==> config.mk <==
export PLATFORM = sky130hd
export DESIGN_NAME = nv_shadow_ctrl
export DESIGN_NICKNAME = d
export VERILOG_FILES = /design/src/rtl/nvx_pkg.sv /design/src/rtl/nvx_timer.sv /design/src/rtl/nvx_pulse_qual.sv /design/src/rtl/nvx_dirty.sv /design/src/rtl/nv_shadow_ctrl.sv
export SDC_FILE = /design/constraint.sdc
export NUM_CORES = 1
export LEC_CHECK = 0
export BUFFER_PORTS_ARGS = -buffer_cell sky130_fd_sc_hd__buf_2
export CORE_MARGIN = 3
export CORE_UTILIZATION = 40
export DETAILED_ROUTE_END_ITERATION = 16
export GPL_TIMING_DRIVEN = 0
export PLACE_DENSITY_LB_ADDON = 0.12
export SYNTH_ARGS = -nofsm -noshare
export SYNTH_HDL_FRONTEND = slang
export SYNTH_SLANG_ARGS = --single-unit
export TNS_END_PERCENT = 5
==> constraint.sdc <==
create_clock -name clk_i -period 3.45 [get_ports clk_i]
set_input_delay 0.8625 -clock clk_i [delete_from_list [all_inputs] [get_ports clk_i]]
set_output_delay 0.8625 -clock clk_i [all_outputs]
set_load 0.1 [all_outputs]
==> src/rtl/nvx_pkg.sv <==
`timescale 1ns/1ps
package nvx_pkg;
  typedef enum logic [2:0] {
    S_OFF,
    S_RCLR,
    S_RCPY,
    S_IDLE,
    S_GRACE,
    S_PROBE,
    S_SAVE,
    S_LOCK
  } nvx_state_e;
endpackage

==> src/rtl/nvx_timer.sv <==
`timescale 1ns/1ps
module nvx_timer #(
  parameter int CW = 8
) (
  input  logic          clk_i,
  input  logic          rst_ni,
  input  logic          load_i,
  input  logic [CW-1:0] load_val_i,
  output logic          zero_o
);
  logic [CW-1:0] cnt_q;

  always_ff @(posedge clk_i or negedge rst_ni) begin
    if (!rst_ni)             cnt_q <= '0;
    else if (load_i)         cnt_q <= load_val_i;
    else if (cnt_q != '0)    cnt_q <= cnt_q - 1'b1;
  end

  assign zero_o = (cnt_q == '0);

  AST_TMR_HOLD_ZERO: assert property (@(posedge clk_i) disable iff (!rst_ni)
    zero_o && !load_i |=> zero_o);
endmodule

==> src/rtl/nvx_pulse_qual.sv <==
`timescale 1ns/1ps
module nvx_pulse_qual #(
  parameter int MIN_PULSE = 4
) (
  input  logic clk_i,
  input  logic rst_ni,
  input  logic en_i,
  input  logic line_n_i,
  output logic hit_o
);
  localparam int CW = (MIN_PULSE > 1) ? $clog2(MIN_PULSE) : 1;
  localparam logic [CW-1:0] LAST = CW'(MIN_PULSE - 1);

  logic [CW-1:0] cnt_q;

  always_ff @(posedge clk_i or negedge rst_ni) begin
    if (!rst_ni)                  cnt_q <= '0;
    else if (!en_i || line_n_i)   cnt_q <= '0;
    else if (cnt_q < LAST)        cnt_q <= cnt_q + 1'b1;
  end

  assign hit_o = en_i && !line_n_i && (cnt_q == LAST);

  generate
    if (MIN_PULSE > 1) begin : g_chk
      AST_QUAL_PRIOR_LOW: assert property (@(posedge clk_i) disable iff (!rst_ni)
        hit_o |-> $past(!line_n_i));
    end
  endgenerate
endmodule

==> src/rtl/nvx_dirty.sv <==
`timescale 1ns/1ps
module nvx_dirty (
  input  logic clk_i,
  input  logic rst_ni,
  input  logic set_i,
  input  logic clr_i,
  output logic dirty_o
);
  always_ff @(posedge clk_i or negedge rst_ni) begin
    if (!rst_ni)     dirty_o <= 1'b0;
    else if (clr_i)  dirty_o <= 1'b0;
    else if (set_i)  dirty_o <= 1'b1;
  end

  AST_DIRTY_SET: assert property (@(posedge clk_i) disable iff (!rst_ni)
    set_i && !clr_i |=> dirty_o);
endmodule

==> src/rtl/nv_shadow_ctrl.sv <==
`timescale 1ns/1ps
module nv_shadow_ctrl #(
  parameter int SAVE_CYC  = 20,
  parameter int CLR_CYC   = 8,
  parameter int CPY_CYC   = 12,
  parameter int GRACE_CYC = 6,
  parameter int MIN_PULSE = 4
) (
  input  logic clk_i,
  input  logic rst_ni,
  input  logic vcc_good_i,
  input  logic cap_good_i,
  input  logic sw_save_i,
  input  logic sw_restore_i,
  input  logic busy_n_i,
  output logic busy_pd_o,
  input  logic wr_done_i,
  input  logic bus_evt_i,
  input  logic wr_try_i,
  output logic acc_en_o,
  output logic wr_en_o,
  output logic arr_clr_o,
  output logic arr_copy_o,
  output logic arr_save_o
);
  import nvx_pkg::*;

  localparam int M0   = (SAVE_CYC > CLR_CYC) ? SAVE_CYC : CLR_CYC;
  localparam int M1   = (CPY_CYC > GRACE_CYC) ? CPY_CYC : GRACE_CYC;
  localparam int MAXC = (M0 > M1) ? M0 : M1;
  localparam int CW   = $clog2(MAXC + 1);

  nvx_state_e    st_q, st_d;
  logic          tmr_zero, tmr_ld, qual_hit, dirty_q, save_fin;
  logic [CW-1:0] tmr_val;

  nvx_timer #(.CW(CW)) u_timer (
    .clk_i, .rst_ni, .load_i(tmr_ld), .load_val_i(tmr_val), .zero_o(tmr_zero)
  );

  nvx_pulse_qual #(.MIN_PULSE(MIN_PULSE)) u_qual (
    .clk_i, .rst_ni, .en_i(st_q == S_IDLE), .line_n_i(busy_n_i), .hit_o(qual_hit)
  );

  nvx_dirty u_dirty (
    .clk_i, .rst_ni, .set_i(wr_done_i), .clr_i(save_fin), .dirty_o(dirty_q)
  );

  always_comb begin
    st_d     = st_q;
    save_fin = 1'b0;
    unique case (st_q)
      S_OFF:   if (vcc_good_i) st_d = S_RCLR;
      S_RCLR:  if (!vcc_good_i) st_d = S_OFF;
               else if (tmr_zero) st_d = S_RCPY;
      S_RCPY:  if (!vcc_good_i) st_d = S_OFF;
               else if (tmr_zero) st_d = S_IDLE;
      S_IDLE: begin
        if (!vcc_good_i)                  st_d = dirty_q ? S_PROBE : S_OFF;
        else if (qual_hit)                st_d = (dirty_q && cap_good_i) ? S_GRACE : S_LOCK;
        else if (sw_save_i && cap_good_i) st_d = S_SAVE;
        else if (sw_restore_i)            st_d = S_RCLR;
      end
      S_GRACE: if (!vcc_good_i) st_d = S_PROBE;
               else if (tmr_zero || bus_evt_i || wr_try_i) st_d = S_SAVE;
      // one probe cycle: line must really read low
      S_PROBE: st_d = busy_n_i ? S_OFF : S_SAVE;
      S_SAVE: begin
        if (tmr_zero) begin
          save_fin = 1'b1;
          st_d     = vcc_good_i ? S_LOCK : S_OFF;
        end
      end
      S_LOCK:  if (!vcc_good_i) st_d = dirty_q ? S_PROBE : S_OFF;
               else if (busy_n_i) st_d = S_IDLE;
      default: st_d = S_OFF;
    endcase
  end

  always_comb begin
    tmr_ld  = (st_d != st_q);
    tmr_val = '0;
    unique case (st_d)
      S_RCLR:  tmr_val = CW'(CLR_CYC - 1);
      S_RCPY:  tmr_val = CW'(CPY_CYC - 1);
      S_GRACE: tmr_val = CW'(GRACE_CYC - 1);
      S_SAVE:  tmr_val = CW'(SAVE_CYC - 1);
      default: tmr_val = '0;
    endcase
  end

  always_ff @(posedge clk_i or negedge rst_ni) begin
    if (!rst_ni) st_q <= S_OFF;
    else         st_q <= st_d;
  end

  assign acc_en_o   = (st_q == S_IDLE) || (st_q == S_GRACE);
  assign wr_en_o    = (st_q == S_IDLE) && busy_n_i;
  assign busy_pd_o  = (st_q == S_PROBE) || (st_q == S_SAVE);
  assign arr_clr_o  = (st_q == S_RCLR);
  assign arr_copy_o = (st_q == S_RCPY);
  assign arr_save_o = (st_q == S_SAVE);

  AST_XFER_BLOCKS_ACCESS: assert property (@(posedge clk_i) disable iff (!rst_ni)
    (arr_save_o || arr_clr_o || arr_copy_o) |-> (!acc_en_o && !wr_en_o));
  AST_SAVE_HOLDS_BUSY: assert property (@(posedge clk_i) disable iff (!rst_ni)
    arr_save_o |-> busy_pd_o);
  AST_LOCK_HOLD: assert property (@(posedge clk_i) disable iff (!rst_ni)
    (st_q == S_LOCK && !busy_n_i && vcc_good_i) |=> !acc_en_o);
  AST_SW_INHIBIT: assert property (@(posedge clk_i) disable iff (!rst_ni)
    (st_q == S_IDLE && sw_save_i && !cap_good_i) |=> !arr_save_o);
  AST_SAVE_NEEDS_CAUSE: assert property (@(posedge clk_i) disable iff (!rst_ni)
    $rose(arr_save_o) |-> ($past(dirty_q) || $past(sw_save_i)));
  AST_DIRTY_CLR_AT_END: assert property (@(posedge clk_i) disable iff (!rst_ni)
    $fell(arr_save_o) |-> !dirty_q);
  AST_PROBE_RESOLVES: assert property (@(posedge clk_i) disable iff (!rst_ni)
    (st_q == S_PROBE) |=> (arr_save_o || (!busy_pd_o && !acc_en_o)));
  AST_CLR_BEFORE_COPY: assert property (@(posedge clk_i) disable iff (!rst_ni)
    $rose(arr_copy_o) |-> $past(arr_clr_o));
endmodule

==> results.yml <==
status:
  status: "finished, final reports clean"
synth:
  async_flop_share_pct: 100
  synth_edf_count: 0
  yosys_warnings: 0
  netlist_area_um2: 1030
  synth.area.top_cells: "dfrtp_1 27%, nand2_1 6.9%, ha_1 3.6%, a211o_1 3.4%, nor2_1 2.9%"
  syn-num-nets: 136
  synth-main-ff-cell: "dfrtp_1"
  seq_area_frac_synth_pct: 26.7
  ys_ff_latch: 11
  syn_area_per_cell_um2: 8.38
  yosys.area.top_type: "dfrtp_1"
  synth_top_cell_area_share_pct: 26.7
  syn_inst: 123
  ys_types: 49
final_layout:
  nets: 156
  drive_gt1_share_pct: 21.1
  fin_area_um2: 1170
  areaGrowthSynthToFinish_pct: 13.7
  instances_no_fill: 170
  antenna_cells: 0
power_and_ir_drop:
  power_density_nw_per_um2: 866
  p_leak_uw: 0.000542
  irDropWorstVdd_mv: 0.496
global_routing:
  grt_pass1_wl_um: 4130
  grt_pass1_vias: 901
  gr-usage-all-layers_pct: 16.0
  top_usage_layer: "met2"
  antenna_found_initial: 0
  use_met3_pct: 1.61
  grt_overflow_total: 0
  grt_max_degree: 12
  grt_util_met2_pct: 23.8
  grtUsageMet1_pct: 23.4
cts:
  h-tree-depth: 1
  tritoncts: "done"
  root_buffer: "clkbuf_4"
  clk_path_buf_depth: 2
  worstSkewPairLatency_ps: 260
  clkSlewWorstSetupHoldPaths_ps: 70
  clock-sinks: 11
  hold_buffers: 0
  cts_setup_buffers: 0
  cts_resized: 0
  cts_buffers: 3
critical_path:
  crit_path_end_kind: "output pin"
  crit_arrival_ps: 1920
  cp.required_ps: 2590
  crit_path_start_kind: "flip-flop"
  crit_type: "reg -> out"
  crit_fanout: 10
min_path:
  hold_class: "in -> async"
route:
  viasPerCell: 6.06
  firstDrtPassIters: 4
  wl_um: 2480
  ant_nets: 0
  drc: 0
  routedWlPerCell_um: 14.6
  drt_iter0_markers: 43
  vias: 1031
die:
  ios: 16
  dieArea_um2: 3220
  coreArea_um2: 2320
  die_x_um: 56.8
  die_y_um: 56.8
  initial_utilization_pct: 44.5
  fp-row-count: 17
placement:
  port_buffers: 15
  gp_congestion: 0.822
  dpl.hpwl_um: 1970
  placed_cells: 166
  dp_slack_ps: 636
  placed_area_um2: 1150
timing:
  rsz0062_at_grt: "false"
  tightest_slew_ps: 549
  hold_viol_final: 0
  clock.fmax_ghz: 0.359
  setup_ws_ps: 667
  timing.final.crit_share_pct: 80.7
  layout_min_cycle_time_ps: 2780
  skew_ps: 1.52
  slew_headroom_pct: 63.2
  setup_viol: 0
  slew_viol_final: 0
job:
  drv_cap: 0
## final cells by class
| class | instances | area [µm²] |
|---|---|---|
| buffer | 7 | 46.3 |
| fill | 221 | 1150 |
| timing repair buffer | 15 | 75.1 |
| multi-input combinational | 99 | 692 |
| tap | 28 | 35.0 |
| sequential | 11 | 275 |
| inverter | 6 | 22.5 |
| clock buffer | 4 | 26.3 |
## placed cells by master (no fill, tap or decap), types with 3 or more instances in the layout
master,synthesis,routed
nand2_1,19,19
nor3_1,5,5
nor2_1,8,8
a211o_1,4,4
inv_1,5,5
nand2b_1,4,4
clkbuf_1,2,3
buf_2,1,16
xnor2_1,3,3
o21ai_0,4,4
dfrtp_1,11,11
buf_4,3,3
a21oi_1,4,4
clkbuf_4,0,3
ha_1,3,3
or3_1,3,3
## synth_stat cells (2+ instances only)
library cell   n
inv_1          5
or3_1          3
a211oi_1       2
or2_1          2
a21oi_1        4
a21boi_0       2
o21a_1         2
xnor2_1        3
a221o_1        2
nand3_1        2
o21ai_0        4
nand2_1       19
nand2b_1       4
a211o_1        4
a311oi_1       2
ha_1           3
clkbuf_1       2
nor3_1         5
dfrtp_1       11
buf_4          3
mux2i_1        2
o211ai_1       2
nor2_1         8
a2111o_1       2
## cell families after synthesis
kind of cell | count (synthesis) | synth area share (%)
adder cells (fa/ha/maj) | 3 | 3.64
XOR/XNOR | 4 | 3.40
multiplexers | 2 | 1.94
AO/OA/AOI/OAI | 39 | 30.7
AND/OR/NAND/NOR | 51 | 26.9
flip-flops | 11 | 26.7
buffers and inverters | 13 | 6.67
## flip-flops by register name (all words and copies together), names as in the netlist
| name | count |
|---|---|
| u_qual.cnt_q | 2 |
| u_dirty.dirty_o | 1 |
| st_q | 3 |
| u_timer.cnt_q | 5 |
## power by group
group / internal, µW / total (µW) / switching (µW)
clock: 44.7 / 88.0 / 43.3
sequential: 170 / 199 / 29.3
combinational: 254 / 728 / 474
total: 468 / 1020 / 547
## worst max-delay path, cell delays in order, from the launching register on
cell and delay (ps):
dfrtp_1 340, buf_6 140, clkbuf_1 350, nand2b_1 170, a21boi_0 200, buf_2 450
## routing by layer
metal | vias up | part of all wire, %
met5 | - | 0
met4 | 0 | 1.9
met3 | 4 | 6.2
met2 | 35 | 45
met1 | 493 | 47
li1 | 499 | -
## path summary, 6_finish.rpt
path,from,to,depth (start not counted),slack (ps)
worst min-delay path,rst_ni,u_qual.cnt_q[0]$_DFFE_PN0P_,1,450
min in group clk_i,u_qual.cnt_q[1]$_DFFE_PN0P_,u_qual.cnt_q[1]$_DFFE_PN0P_,2,610
worst min register to register,u_qual.cnt_q[1]$_DFFE_PN0P_,u_qual.cnt_q[1]$_DFFE_PN0P_,2,610
worst max-delay path,st_q[0]$_DFF_PN0_,busy_pd_o,5,670
worst max register to register,u_timer.cnt_q[0]$_DFFE_PN0P_,u_timer.cnt_q[3]$_DFFE_PN0P_,10,880
max in group asynchronous,rst_ni,u_timer.cnt_q[0]$_DFFE_PN0P_,1,2790
## through the flow
step | hold slack (ps) | util, % | setup TNS [ps] | power, µW
after floorplan | 545 | - | -449 | 793
after global placement | 582 | 49.4 | 0 | 917
after detailed placement | 594 | 49.4 | 0 | 925
after CTS | 457 | 50.6 | 0 | 1020
after global routing | 465 | 50.6 | 0 | 1100
final | 453 | 50.6 | 0 | 1020
Power figures use the tool's default switching activity.
